### src/rtl/isp_pkg.sv
package isp_pkg;

   localparam logic [7:0] OPC_RD_CODE = 8'h20;
   localparam logic [7:0] OPC_RD_DATA = 8'hA0;
   localparam logic [7:0] OPC_WR_CODE = 8'h40;
   localparam logic [7:0] OPC_WR_DATA = 8'hC0;
   localparam logic [7:0] OPC_PG_CODE = 8'h50;
   localparam logic [7:0] OPC_PG_DATA = 8'hD0;
   localparam logic [7:0] OPC_ERASE   = 8'hAC;

   typedef enum logic [1:0] {
      MOP_READ  = 2'd0,
      MOP_WRITE = 2'd1,
      MOP_ERASE = 2'd2
   } mem_op_e;

   typedef enum logic [1:0] {
      ST_IDLE,
      ST_READ,
      ST_SINGLE,
      ST_COMMIT
   } ctl_state_e;

endpackage

### src/rtl/isp_sampler.sv
module isp_sampler #(
   parameter int SYNC_STAGES = 2
) (
   input  logic clk,
   input  logic rst_n,
   input  logic sck,
   input  logic mosi,
   output logic sck_fall,
   output logic mosi_bit
);
   logic sck_c;
   logic mosi_c;
   logic sck_last;

   generate
      if (SYNC_STAGES == 0) begin : g_direct
         assign sck_c  = sck;
         assign mosi_c = mosi;
      end else begin : g_sync
         logic [SYNC_STAGES-1:0] sck_pipe;
         logic [SYNC_STAGES-1:0] mosi_pipe;
         always_ff @(posedge clk or negedge rst_n) begin
            if (!rst_n) begin
               sck_pipe  <= '0;
               mosi_pipe <= '0;
            end else begin
               sck_pipe[0]  <= sck;
               mosi_pipe[0] <= mosi;
               for (int k = 1; k < SYNC_STAGES; k++) begin
                  sck_pipe[k]  <= sck_pipe[k-1];
                  mosi_pipe[k] <= mosi_pipe[k-1];
               end
            end
         end
         assign sck_c  = sck_pipe[SYNC_STAGES-1];
         assign mosi_c = mosi_pipe[SYNC_STAGES-1];
      end
   endgenerate

   always_ff @(posedge clk or negedge rst_n) begin
      if (!rst_n) sck_last <= 1'b0;
      else        sck_last <= sck_c;
   end

   assign sck_fall = sck_last & ~sck_c;
   assign mosi_bit = mosi_c;

endmodule

### src/rtl/isp_frame.sv
module isp_frame #(
   parameter int FRAME_BITS = 32,
   parameter int HDR_BITS   = 24
) (
   input  logic                  clk,
   input  logic                  rst_n,
   input  logic                  enable,
   input  logic                  bit_strobe,
   input  logic                  bit_val,
   input  logic                  load_rd,
   input  logic [7:0]            rd_data,
   output logic                  start,
   output logic                  hdr_valid,
   output logic                  frame_valid,
   output logic [FRAME_BITS-1:0] frame_word,
   output logic                  miso
);
   localparam int CNT_W = $clog2(FRAME_BITS);
   localparam logic [CNT_W-1:0] CNT_LAST = CNT_W'(FRAME_BITS - 1);
   localparam logic [CNT_W-1:0] HDR_LAST = CNT_W'(HDR_BITS - 1);
   localparam logic [CNT_W-1:0] HDR_N    = CNT_W'(HDR_BITS);

   logic [CNT_W-1:0]      cnt;
   logic [FRAME_BITS-1:0] shreg;
   logic [7:0]            out_sh;

   always_ff @(posedge clk or negedge rst_n) begin
      if (!rst_n) begin
         cnt         <= '0;
         shreg       <= '0;
         out_sh      <= '0;
         start       <= 1'b0;
         hdr_valid   <= 1'b0;
         frame_valid <= 1'b0;
      end else begin
         start       <= 1'b0;
         hdr_valid   <= 1'b0;
         frame_valid <= 1'b0;
         if (!enable) begin
            cnt    <= '0;
            out_sh <= '0;
         end else begin
            if (load_rd) begin
               out_sh <= rd_data;
            end
            if (bit_strobe) begin
               shreg       <= {shreg[FRAME_BITS-2:0], bit_val};
               start       <= (cnt == '0);
               hdr_valid   <= (cnt == HDR_LAST);
               frame_valid <= (cnt == CNT_LAST);
               cnt         <= (cnt == CNT_LAST) ? '0 : cnt + 1'b1;
               if (cnt == '0) begin
                  out_sh <= '0;
               end else if (cnt >= HDR_N && !load_rd) begin
                  out_sh <= {out_sh[6:0], 1'b0};
               end
            end
         end
      end
   end

   assign frame_word = shreg;
   assign miso       = out_sh[7];

endmodule

### src/rtl/isp_page_buf.sv
module isp_page_buf #(
   parameter int DEPTH = 64,
   localparam int AW   = $clog2(DEPTH)
) (
   input  logic          clk,
   input  logic          we,
   input  logic [AW-1:0] waddr,
   input  logic [7:0]    wdata,
   input  logic [AW-1:0] raddr,
   output logic [7:0]    rdata
);
   logic [7:0] cells [DEPTH];

   always_ff @(posedge clk) begin
      if (we) cells[waddr] <= wdata;
   end

   assign rdata = cells[raddr];

endmodule

### src/rtl/isp_ctrl.sv
module isp_ctrl
   import isp_pkg::*;
#(
   parameter int ADDR_W    = 14,
   parameter int CODE_PAGE = 64,
   parameter int DATA_PAGE = 32,
   localparam int OFF_W    = $clog2(CODE_PAGE),
   localparam int HI_W     = ADDR_W - OFF_W
) (
   input  logic              clk,
   input  logic              rst_n,
   input  logic              start,
   input  logic              hdr_valid,
   input  logic              frame_valid,
   input  logic [31:0]       frame_word,
   input  logic [7:0]        mem_rdata,
   input  logic              mem_done,
   input  logic [7:0]        buf_rdata,
   output logic              busy,
   output logic              load_rd,
   output logic [7:0]        rd_data,
   output logic              mem_req,
   output mem_op_e           mem_op,
   output logic              mem_sel,
   output logic [ADDR_W-1:0] mem_addr,
   output logic [7:0]        mem_wdata,
   output logic              buf_we,
   output logic [OFF_W-1:0]  buf_waddr,
   output logic [7:0]        buf_wdata,
   output logic [OFF_W-1:0]  buf_raddr
);
   localparam logic [OFF_W-1:0] CODE_MASK = OFF_W'(CODE_PAGE - 1);
   localparam logic [OFF_W-1:0] DATA_MASK = OFF_W'(DATA_PAGE - 1);
   localparam logic [OFF_W:0]   CODE_LAST = (OFF_W+1)'(CODE_PAGE - 1);
   localparam logic [OFF_W:0]   DATA_LAST = (OFF_W+1)'(DATA_PAGE - 1);

   ctl_state_e        st;
   logic              drop;
   logic [ADDR_W-1:0] addr_q;
   logic [7:0]        wdata_q;

   logic              pg_active;
   logic              pg_sel;
   logic [ADDR_W-1:0] pg_base;
   logic [OFF_W-1:0]  pg_off;
   logic [OFF_W:0]    pg_cnt;
   logic [OFF_W-1:0]  cm_idx;

   logic [7:0]  h_opc;
   logic [15:0] h_addr;
   logic [7:0]  f_opc;
   logic [15:0] f_addr;
   logic [7:0]  f_data;

   assign h_opc  = frame_word[23:16];
   assign h_addr = frame_word[15:0];
   assign f_opc  = frame_word[31:24];
   assign f_addr = frame_word[23:8];
   assign f_data = frame_word[7:0];

   logic             rd_hit;
   logic             wr_hit;
   logic             page_hit;
   logic             new_sel;
   logic             pg_first;
   logic [OFF_W-1:0] new_mask;
   logic [OFF_W:0]   new_last;
   logic [OFF_W-1:0] wr_off;
   logic [OFF_W:0]   fill;
   logic             pg_full;

   always_comb begin
      rd_hit   = hdr_valid && !drop && (st == ST_IDLE) &&
                 (h_opc == OPC_RD_CODE || h_opc == OPC_RD_DATA);
      wr_hit   = frame_valid && !drop && (st == ST_IDLE) &&
                 (f_opc == OPC_WR_CODE || f_opc == OPC_WR_DATA);
      page_hit = frame_valid && !drop && (st == ST_IDLE) &&
                 (f_opc == OPC_PG_CODE || f_opc == OPC_PG_DATA);
      new_sel  = (f_opc == OPC_PG_DATA);
      pg_first = !pg_active || (pg_sel != new_sel);
      new_mask = new_sel ? DATA_MASK : CODE_MASK;
      new_last = new_sel ? DATA_LAST : CODE_LAST;
      wr_off   = pg_first ? (f_addr[OFF_W-1:0] & new_mask) : pg_off;
      fill     = pg_first ? '0 : pg_cnt;
      pg_full  = (fill == new_last);
   end

   assign buf_we    = page_hit;
   assign buf_waddr = wr_off;
   assign buf_wdata = f_data;
   assign buf_raddr = cm_idx;

   logic [OFF_W-1:0]  cm_mask;
   logic [OFF_W:0]    cm_last;
   logic [ADDR_W-1:0] cm_addr;

   always_comb begin
      cm_mask = mem_sel ? DATA_MASK : CODE_MASK;
      cm_last = mem_sel ? DATA_LAST : CODE_LAST;
      cm_addr = (pg_base & ~{{HI_W{1'b0}}, cm_mask}) | {{HI_W{1'b0}}, cm_idx};
   end

   assign mem_addr  = (st == ST_COMMIT) ? cm_addr   : addr_q;
   assign mem_wdata = (st == ST_COMMIT) ? buf_rdata : wdata_q;
   assign busy      = (st != ST_IDLE);

   always_ff @(posedge clk or negedge rst_n) begin
      if (!rst_n) begin
         st        <= ST_IDLE;
         drop      <= 1'b0;
         addr_q    <= '0;
         wdata_q   <= '0;
         mem_req   <= 1'b0;
         mem_op    <= MOP_READ;
         mem_sel   <= 1'b0;
         load_rd   <= 1'b0;
         rd_data   <= '0;
         pg_active <= 1'b0;
         pg_sel    <= 1'b0;
         pg_base   <= '0;
         pg_off    <= '0;
         pg_cnt    <= '0;
         cm_idx    <= '0;
      end else begin
         load_rd <= 1'b0;
         if (start) drop <= busy;
         unique case (st)
            ST_IDLE: begin
               if (rd_hit) begin
                  st      <= ST_READ;
                  mem_req <= 1'b1;
                  mem_op  <= MOP_READ;
                  mem_sel <= (h_opc == OPC_RD_DATA);
                  addr_q  <= h_addr[ADDR_W-1:0];
               end else if (wr_hit) begin
                  st      <= ST_SINGLE;
                  mem_req <= 1'b1;
                  mem_op  <= MOP_WRITE;
                  mem_sel <= (f_opc == OPC_WR_DATA);
                  addr_q  <= f_addr[ADDR_W-1:0];
                  wdata_q <= f_data;
               end else if (frame_valid && !drop && f_opc == OPC_ERASE) begin
                  st        <= ST_SINGLE;
                  mem_req   <= 1'b1;
                  mem_op    <= MOP_ERASE;
                  mem_sel   <= 1'b0;
                  addr_q    <= '0;
                  wdata_q   <= '0;
                  pg_active <= 1'b0;
               end else if (page_hit) begin
                  if (pg_first) pg_base <= f_addr[ADDR_W-1:0];
                  pg_sel <= new_sel;
                  if (pg_full) begin
                     st        <= ST_COMMIT;
                     pg_active <= 1'b0;
                     mem_req   <= 1'b1;
                     mem_op    <= MOP_WRITE;
                     mem_sel   <= new_sel;
                     cm_idx    <= '0;
                  end else begin
                     pg_active <= 1'b1;
                     pg_off    <= (wr_off + 1'b1) & new_mask;
                     pg_cnt    <= fill + 1'b1;
                  end
               end
            end
            ST_READ: begin
               if (mem_done) begin
                  st      <= ST_IDLE;
                  mem_req <= 1'b0;
                  load_rd <= 1'b1;
                  rd_data <= mem_rdata;
               end
            end
            ST_SINGLE: begin
               if (mem_done) begin
                  st      <= ST_IDLE;
                  mem_req <= 1'b0;
               end
            end
            ST_COMMIT: begin
               if (mem_done) begin
                  if ({1'b0, cm_idx} == cm_last) begin
                     st      <= ST_IDLE;
                     mem_req <= 1'b0;
                  end else begin
                     cm_idx <= cm_idx + 1'b1;
                  end
               end
            end
            default: st <= ST_IDLE;
         endcase
      end
   end

endmodule

### src/rtl/isp_decoder.sv
module isp_decoder
   import isp_pkg::*;
#(
   parameter int ADDR_W      = 14,
   parameter int CODE_PAGE   = 64,
   parameter int DATA_PAGE   = 32,
   parameter int SYNC_STAGES = 2
) (
   input  logic              clk,
   input  logic              rst_n,
   input  logic              prog_en,
   input  logic              sck,
   input  logic              mosi,
   output logic              miso,
   output logic              busy,
   output logic              mem_req,
   output logic [1:0]        mem_op,
   output logic              mem_sel,
   output logic [ADDR_W-1:0] mem_addr,
   output logic [7:0]        mem_wdata,
   input  logic [7:0]        mem_rdata,
   input  logic              mem_done
);
   localparam int OFF_W = $clog2(CODE_PAGE);

   generate
      if (ADDR_W < 8 || ADDR_W > 16) begin : g_bad_addr
         $error("ADDR_W must lie in 8..16");
      end
      if (CODE_PAGE < 2 || (CODE_PAGE & (CODE_PAGE - 1)) != 0) begin : g_bad_code
         $error("CODE_PAGE must be a power of two of at least 2");
      end
      if (DATA_PAGE < 2 || (DATA_PAGE & (DATA_PAGE - 1)) != 0) begin : g_bad_data
         $error("DATA_PAGE must be a power of two of at least 2");
      end
      if (DATA_PAGE > CODE_PAGE) begin : g_bad_order
         $error("DATA_PAGE may not exceed CODE_PAGE");
      end
      if (OFF_W >= ADDR_W) begin : g_bad_fit
         $error("a code page must be smaller than the address space");
      end
      if (SYNC_STAGES < 0 || SYNC_STAGES > 4) begin : g_bad_sync
         $error("SYNC_STAGES must lie in 0..4");
      end
   endgenerate

   logic             sck_fall;
   logic             mosi_bit;
   logic             start;
   logic             hdr_valid;
   logic             frame_valid;
   logic [31:0]      frame_word;
   logic             load_rd;
   logic [7:0]       rd_data;
   mem_op_e          op_e;
   logic             buf_we;
   logic [OFF_W-1:0] buf_waddr;
   logic [7:0]       buf_wdata;
   logic [OFF_W-1:0] buf_raddr;
   logic [7:0]       buf_rdata;

   isp_sampler #(.SYNC_STAGES(SYNC_STAGES)) u_sampler (
      .clk      (clk),
      .rst_n    (rst_n),
      .sck      (sck),
      .mosi     (mosi),
      .sck_fall (sck_fall),
      .mosi_bit (mosi_bit)
   );

   isp_frame #(.FRAME_BITS(32), .HDR_BITS(24)) u_frame (
      .clk         (clk),
      .rst_n       (rst_n),
      .enable      (prog_en),
      .bit_strobe  (sck_fall),
      .bit_val     (mosi_bit),
      .load_rd     (load_rd),
      .rd_data     (rd_data),
      .start       (start),
      .hdr_valid   (hdr_valid),
      .frame_valid (frame_valid),
      .frame_word  (frame_word),
      .miso        (miso)
   );

   isp_ctrl #(
      .ADDR_W    (ADDR_W),
      .CODE_PAGE (CODE_PAGE),
      .DATA_PAGE (DATA_PAGE)
   ) u_ctrl (
      .clk         (clk),
      .rst_n       (rst_n),
      .start       (start),
      .hdr_valid   (hdr_valid),
      .frame_valid (frame_valid),
      .frame_word  (frame_word),
      .mem_rdata   (mem_rdata),
      .mem_done    (mem_done),
      .buf_rdata   (buf_rdata),
      .busy        (busy),
      .load_rd     (load_rd),
      .rd_data     (rd_data),
      .mem_req     (mem_req),
      .mem_op      (op_e),
      .mem_sel     (mem_sel),
      .mem_addr    (mem_addr),
      .mem_wdata   (mem_wdata),
      .buf_we      (buf_we),
      .buf_waddr   (buf_waddr),
      .buf_wdata   (buf_wdata),
      .buf_raddr   (buf_raddr)
   );

   isp_page_buf #(.DEPTH(CODE_PAGE)) u_buf (
      .clk   (clk),
      .we    (buf_we),
      .waddr (buf_waddr),
      .wdata (buf_wdata),
      .raddr (buf_raddr),
      .rdata (buf_rdata)
   );

   assign mem_op = op_e;

endmodule

### config.mk
export PLATFORM = sky130hd
export DESIGN_NAME = isp_decoder
export DESIGN_NICKNAME = d
export VERILOG_FILES = /design/src/rtl/isp_pkg.sv /design/src/rtl/isp_sampler.sv /design/src/rtl/isp_frame.sv /design/src/rtl/isp_page_buf.sv /design/src/rtl/isp_ctrl.sv /design/src/rtl/isp_decoder.sv
export SDC_FILE = /design/constraint.sdc
export NUM_CORES = 1
export LEC_CHECK = 0
export BUFFER_PORTS_ARGS = -buffer_cell sky130_fd_sc_hd__buf_2
export CAP_MARGIN = 20
export CORE_ASPECT_RATIO = 1.5
export CORE_MARGIN = 8
export CORE_UTILIZATION = 35
export DETAILED_ROUTE_END_ITERATION = 10
export PLACE_DENSITY = 0.52
export SYNTH_ARGS = -nofsm -noshare
export SYNTH_HDL_FRONTEND = slang
export SYNTH_SLANG_ARGS = --single-unit
### constraint.sdc
create_clock -name clk -period 6.14 [get_ports clk]
set_input_delay 1.228 -clock clk [delete_from_list [all_inputs] [get_ports clk]]
set_output_delay 1.228 -clock clk [all_outputs]
set_load 0.01 [all_outputs]
### Word level (Yosys, flattened, before mapping)

Memory sizes are Yosys's and may differ from the RTL's.
Cells that the tools add are included.
Widths: inputs -> output; s select.

* bits in registers: 126
* memory bits (writable): 512
* memories kept: 1

* order comparisons: 1
* muxes and demuxes: 70
* reductions and logical operators: 37
* equal/unequal tests: 27
* bitwise logic cells: 11
* add/sub/neg operators: 4

Memory list
* u_buf.cells: depth 64, width 8, read ports 1, clocked after memory_dff 0, write ports 1, line isp_page_buf.sv:12 `logic [7:0] cells [DEPTH];`

Operators with widths (number)
* $mux 6: 12
* $mux 8: 8
* $mux 14: 4
* $eq 8x8->1 const B: 4
* $mux 1: 26
* $mux 2: 13
* $eq 8x7->1 const B: 2
* $mux 5: 3
* $and 14x14->14: 1
* $ne 2x2->1 const B: 7
* $not 6->14: 1
* $or 14x6->14: 1
* $add 6x1->6 const B: 2
* $and 6x6->6: 2
* $pmux 6 s2: 1
* $reduce_and 6->1: 2
* $eq 5x5->1 const B: 2
* $reduce_and 5->1: 2
* $logic_and 1x1->1: 9
* $eq 8x6->1 const B: 1
* $reduce_and 8->1: 1
* $reduce_bool 2->1: 4
* $reduce_bool 4->1: 2
* $add 7x1->7 const B: 1
* 24 further kinds: 39

### Longest topological paths before layout

* depth in word-level cells: 11
* gate-level depth with buffers: 14
* gate-level depth less buffers: 11

### Hierarchy

A second synthesis with hierarchy kept.

* cells, all modules: 1590
* area total of the unflattened synthesis: 26096.3 um^2

Modules (own cells, without submodules)
* isp_page_buf: area each 20030.5 um^2, times used 1, cells an instance 964, seq. area each 15374.7 um^2
* isp_ctrl: area each 3759.9 um^2, times used 1, cells an instance 381, seq. area each 1701.6 um^2
* isp_frame: area each 2167.1 um^2, times used 1, cells an instance 239, seq. area each 1201.2 um^2
* isp_sampler: area each 138.9 um^2, times used 1, cells an instance 6, seq. area each 125.1 um^2

### Least setup slack after synthesis

OpenSTA, ideal clock, no wires.

* path kind: register to register
* start: reg u_frame.shreg[29] (netlist: u_frame.frame_word[29])
* end: reg u_ctrl.cm_idx[4] (netlist: u_ctrl.buf_raddr[4])
* clock period less this slack: 3.824 ns
* required time: 6.062 ns
* setup slack: 2.316 ns
* buffers on the path: 3
* arrival time: 3.746 ns
* stages on the path, launching flop included: 15
* path through: dfrtp_1 nor4b_4 and3_1 buf_6 mux2i_4 clkbuf_8 buf_4 and2_1 ha_1 nand2_1 or4_1 or3_1 a21boi_1 a41oi_1 a21oi_1

* word-level cells in the longest chain between the ends: 7
* elaborated cells between the ends (all ways): 20

RTL lines
* start: declaration: line isp_frame.sv:24 `logic [FRAME_BITS-1:0] shreg;`
* start signal: assignment: line isp_frame.sv:47 `shreg <= {shreg[FRAME_BITS-2:0], bit_val};`
* $eq 8x8->1: line isp_ctrl.sv:78, isp_ctrl.sv:79
* $ne 1x1->1: line isp_ctrl.sv:80 `pg_first = !pg_active || (pg_sel != new_sel);`
* $logic_or 1x1->1: line isp_ctrl.sv:80
* $mux 7: line isp_ctrl.sv:84 `fill = pg_first ? '0 : pg_cnt;`
* $eq 7x7->1: line isp_ctrl.sv:85 `pg_full = (fill == new_last);`
* $ne 2x1->1 (no source line)
* $reduce_and 8->1 (no source line) *
* end signal: assignment: line isp_ctrl.sv:187 `cm_idx <= cm_idx + 1'b1;`
* end: declaration: line isp_ctrl.sv:47 `logic [OFF_W-1:0] cm_idx;`

Mark *: on every way between the ends. The rest lies on a longest branch, timed or not.
A chain may end at the register's enable or synchronous reset.

### Final worst setup path

* start: reg u_ctrl.cm_idx[0] (netlist: u_ctrl.buf_raddr[0])
* end: out mem_wdata[5]

* word-level cells in the longest chain between the ends: 2

RTL lines
* $mem_v2 64x8
* $mux 8: line isp_ctrl.sv:104 `assign mem_wdata = (st == ST_COMMIT) ? buf_rdata : wdata_q;`
* end: declaration: line isp_decoder.sv:20 `output logic [7:0] mem_wdata,`

Every way passes these cells.

==> results.ini <==
[clocking]
cts_num_sinks=633
cts_inserted_buffers=60
path_clk_slew_ns=0.06
clock_path_buffers=3
htree_levels=2
tritoncts=yes
cts_hold_buf=0
root_buffer=clkbuf_16
postCtsSetupBuffers=0
insertion_delay_ns=0.63
cts_resized=0

[synth]
synth_largest_area_cell=edfxtp_1
synthDistinctLibCells=73
synth_seq_area_share=0.709
ys_ff_latch=633
synth_ff_type=edfxtp_1
synth-async-reset-ratio=0.191
synth_edf_count=512
synth_nets=1624
syn_area_mm2=0.0260
netlist_instances=1601
syn-mean-instance-area_um2=16.2
synth_top_area_share=0.592
yosysWarnings=0
synth.top_cells.by_area=edfxtp_1 59%, dfrtp_1 12%, mux4_2 8.2%

[floorplan]
die_w_um=238
std_cell_rows=122
die-area_mm2=0.0833
core_area_mm2=0.0736
die_h_um=350
ios=42
initial_core_util=0.353

[grt]
grt_util_all_layers=0.159
grt_max_degree=99
grt_overflow=0
grt_pass1_wl_mm=99.2
grt_pass1_vias=14800
antenna_found_initial=0

[finish]
stdcell_count=2697
layout-drive-gt1-share=0.188
finalNetCount=1677
utilization=0.399
n_fill_cell=6818
area.growth.synth_to_final_pct=13.0
fin_area_mm2=0.0293

[power]
power.density_mw_per_mm2=350
leakage_nw=9.95
vdd_drop_max_uv=225

[drt]
vias=14300
routed_via_density=5.29
drtIter0Drc=1289
ant_nets=0
wl_per_cell_um=24.6
drc=0
routed_wl_mm=66.4
dr.pass1.iters=8

[timing]
finalHoldViolations=0
worst_hold_slack_ns=0.347
rsz0062_at_grt=false
period_needed_ns=4.98
finalClockSkew_ns=0.0299
finalSetupTns_ns=0
drv_slew=0
worst_pin_slew_ns=1.11
finalCritPeriodShare=0.810
setup_violations=0
fmax_mhz=201
relSlewSlack=0.256

[outcome]
status=finished, final reports clean

[place]
io_buffers=41
dpl.hpwl_mm=43.7
placedCellCount=2584
gp_congestion=0.867
placed_area_mm2=0.0273

[setup_path]
crit_fanout=35
ff2ff_setup_slack_ns=1.90
worstSetupEndpointType=output port
arrival_ns=3.75
start_kind=register
worstSetupPathType=register to output port
cp.required_ns=4.91

[run]
drv_cap=0

[hold_path]
hp-class=register to register

through the flow:
stage                     setup slack, ns  total power [W]
final                                1.16           0.0103
after global routing                 1.09           0.0106
after CTS                            1.07           0.0104
after detailed placement             1.78          0.00663
after global placement               1.80          0.00661
after floorplan                      2.32          0.00601
power breakdown:
part           switching, W  internal (W)
registers         0.0000980       0.00485
clock network       0.00164       0.00213
logic              0.000962      0.000585
total               0.00270       0.00756
routing by layer:
layer  share of wire  vias up  track usage
li1                -     6335            -
met1            0.38     7391        0.187
met2            0.53      416        0.291
met3           0.044      118       0.0243
met4           0.038        0       0.0601
met5               0        -            0
final cells by class:
class | instances | area, um^2 | share of cell area
Antenna cell | 1 | 2.50 | 0.0000853
Clock buffer | 74 | 1620 | 0.0552
Clock inverter | 38 | 360 | 0.0123
Inverter | 23 | 86.3 | 0.00294
Multi-Input combinational cell | 865 | 7120 | 0.243
Sequential cell | 633 | 18400 | 0.628
Tap cell | 992 | 1240 | 0.0423
Timing Repair Buffer | 71 | 483 | 0.0165
sequential cells by signal, indices dropped and copies added (netlist names), 5 cells and up:
signal,count
u_ctrl.rd_data,8
u_buf.cells,512
u_ctrl.pg_base,9
u_frame.out_sh,8
u_ctrl.buf_raddr,6
u_frame.cnt,5
u_ctrl.pg_off,6
u_frame.frame_word,32
u_ctrl.pg_cnt,7
u_ctrl.wdata_q,8
u_ctrl.addr_q,14
synthesized netlist by cell type (all sizes together) (13+ instances only):
cell type	n
dfrtp	121
clkbuf	47
nand4	13
nand2	196
mux2	32
mux2i	113
a21oi	38
nor2	82
inv	23
o21ai	37
edfxtp	512
mux4	95
nand2b	15
buf	33
nor2b	15
a22oi	55
nand3	25
cells in the final DEF (no fill, tap or decap), types with 9 or more instances in the layout:
cell type,netlist,layout
clkbuf_16,0,62
mux2_2,32,32
o22ai_1,12,12
a22o_1,10,10
buf_2,15,40
nand2b_1,15,15
a21oi_1,38,38
clkinv_1,0,12
nand4_1,11,11
clkbuf_1,46,9
mux4_2,95,95
edfxtp_1,512,512
inv_1,21,21
nand3_1,25,25
nor2b_1,15,15
dfrtp_2,0,9
ha_1,9,9
nand2_1,195,195
dfrtp_1,121,110
buf_4,7,27
mux2i_1,109,109
a22oi_1,55,55
clkinv_2,0,11
nor2_1,81,81
o21ai_0,36,36
nor3_1,9,9
critical path, stage by stage, from the launching register on:
cell and delay (ns):
dfrtp_4 0.79, buf_12 0.34, mux4_2 0.60, o221ai_1 0.54, a21oi_1 0.08, nand2_1 0.19
o2111ai_1 0.28, buf_2 0.24
cells by family (layout without fill, tap and decap cells):
| group | Yosys count | after routing | synth area share |
|---|---|---|---|
| xor+xnor | 5 | 5 | 0.00169 |
| compound gates | 211 | 211 | 0.0555 |
| other cells | 0 | 1 | 0 |
| simple gates | 400 | 400 | 0.0711 |
| fa+ha+maj | 9 | 9 | 0.00434 |
| mux | 240 | 240 | 0.141 |
| flops | 633 | 633 | 0.709 |
| buf+inv | 103 | 206 | 0.0173 |
final timing paths:
path                       cells after the start                             to                     startpoint
max                                            7                   mem_wdata[5]            u_ctrl.buf_raddr[0]
min                                            0  u_sampler.g_sync.mosi_pipe[1]  u_sampler.g_sync.mosi_pipe[0]
max reg2reg                                    7             u_buf.cells[20][1]         u_frame.frame_word[29]
min reg2reg                                    0  u_sampler.g_sync.mosi_pipe[1]  u_sampler.g_sync.mosi_pipe[0]
max in group asynchronous                      2          u_frame.frame_word[8]                          rst_n
min in group asynchronous                      1              u_ctrl.rd_data[6]                          rst_n
Note: power is estimated with default switching activity, not from simulation.
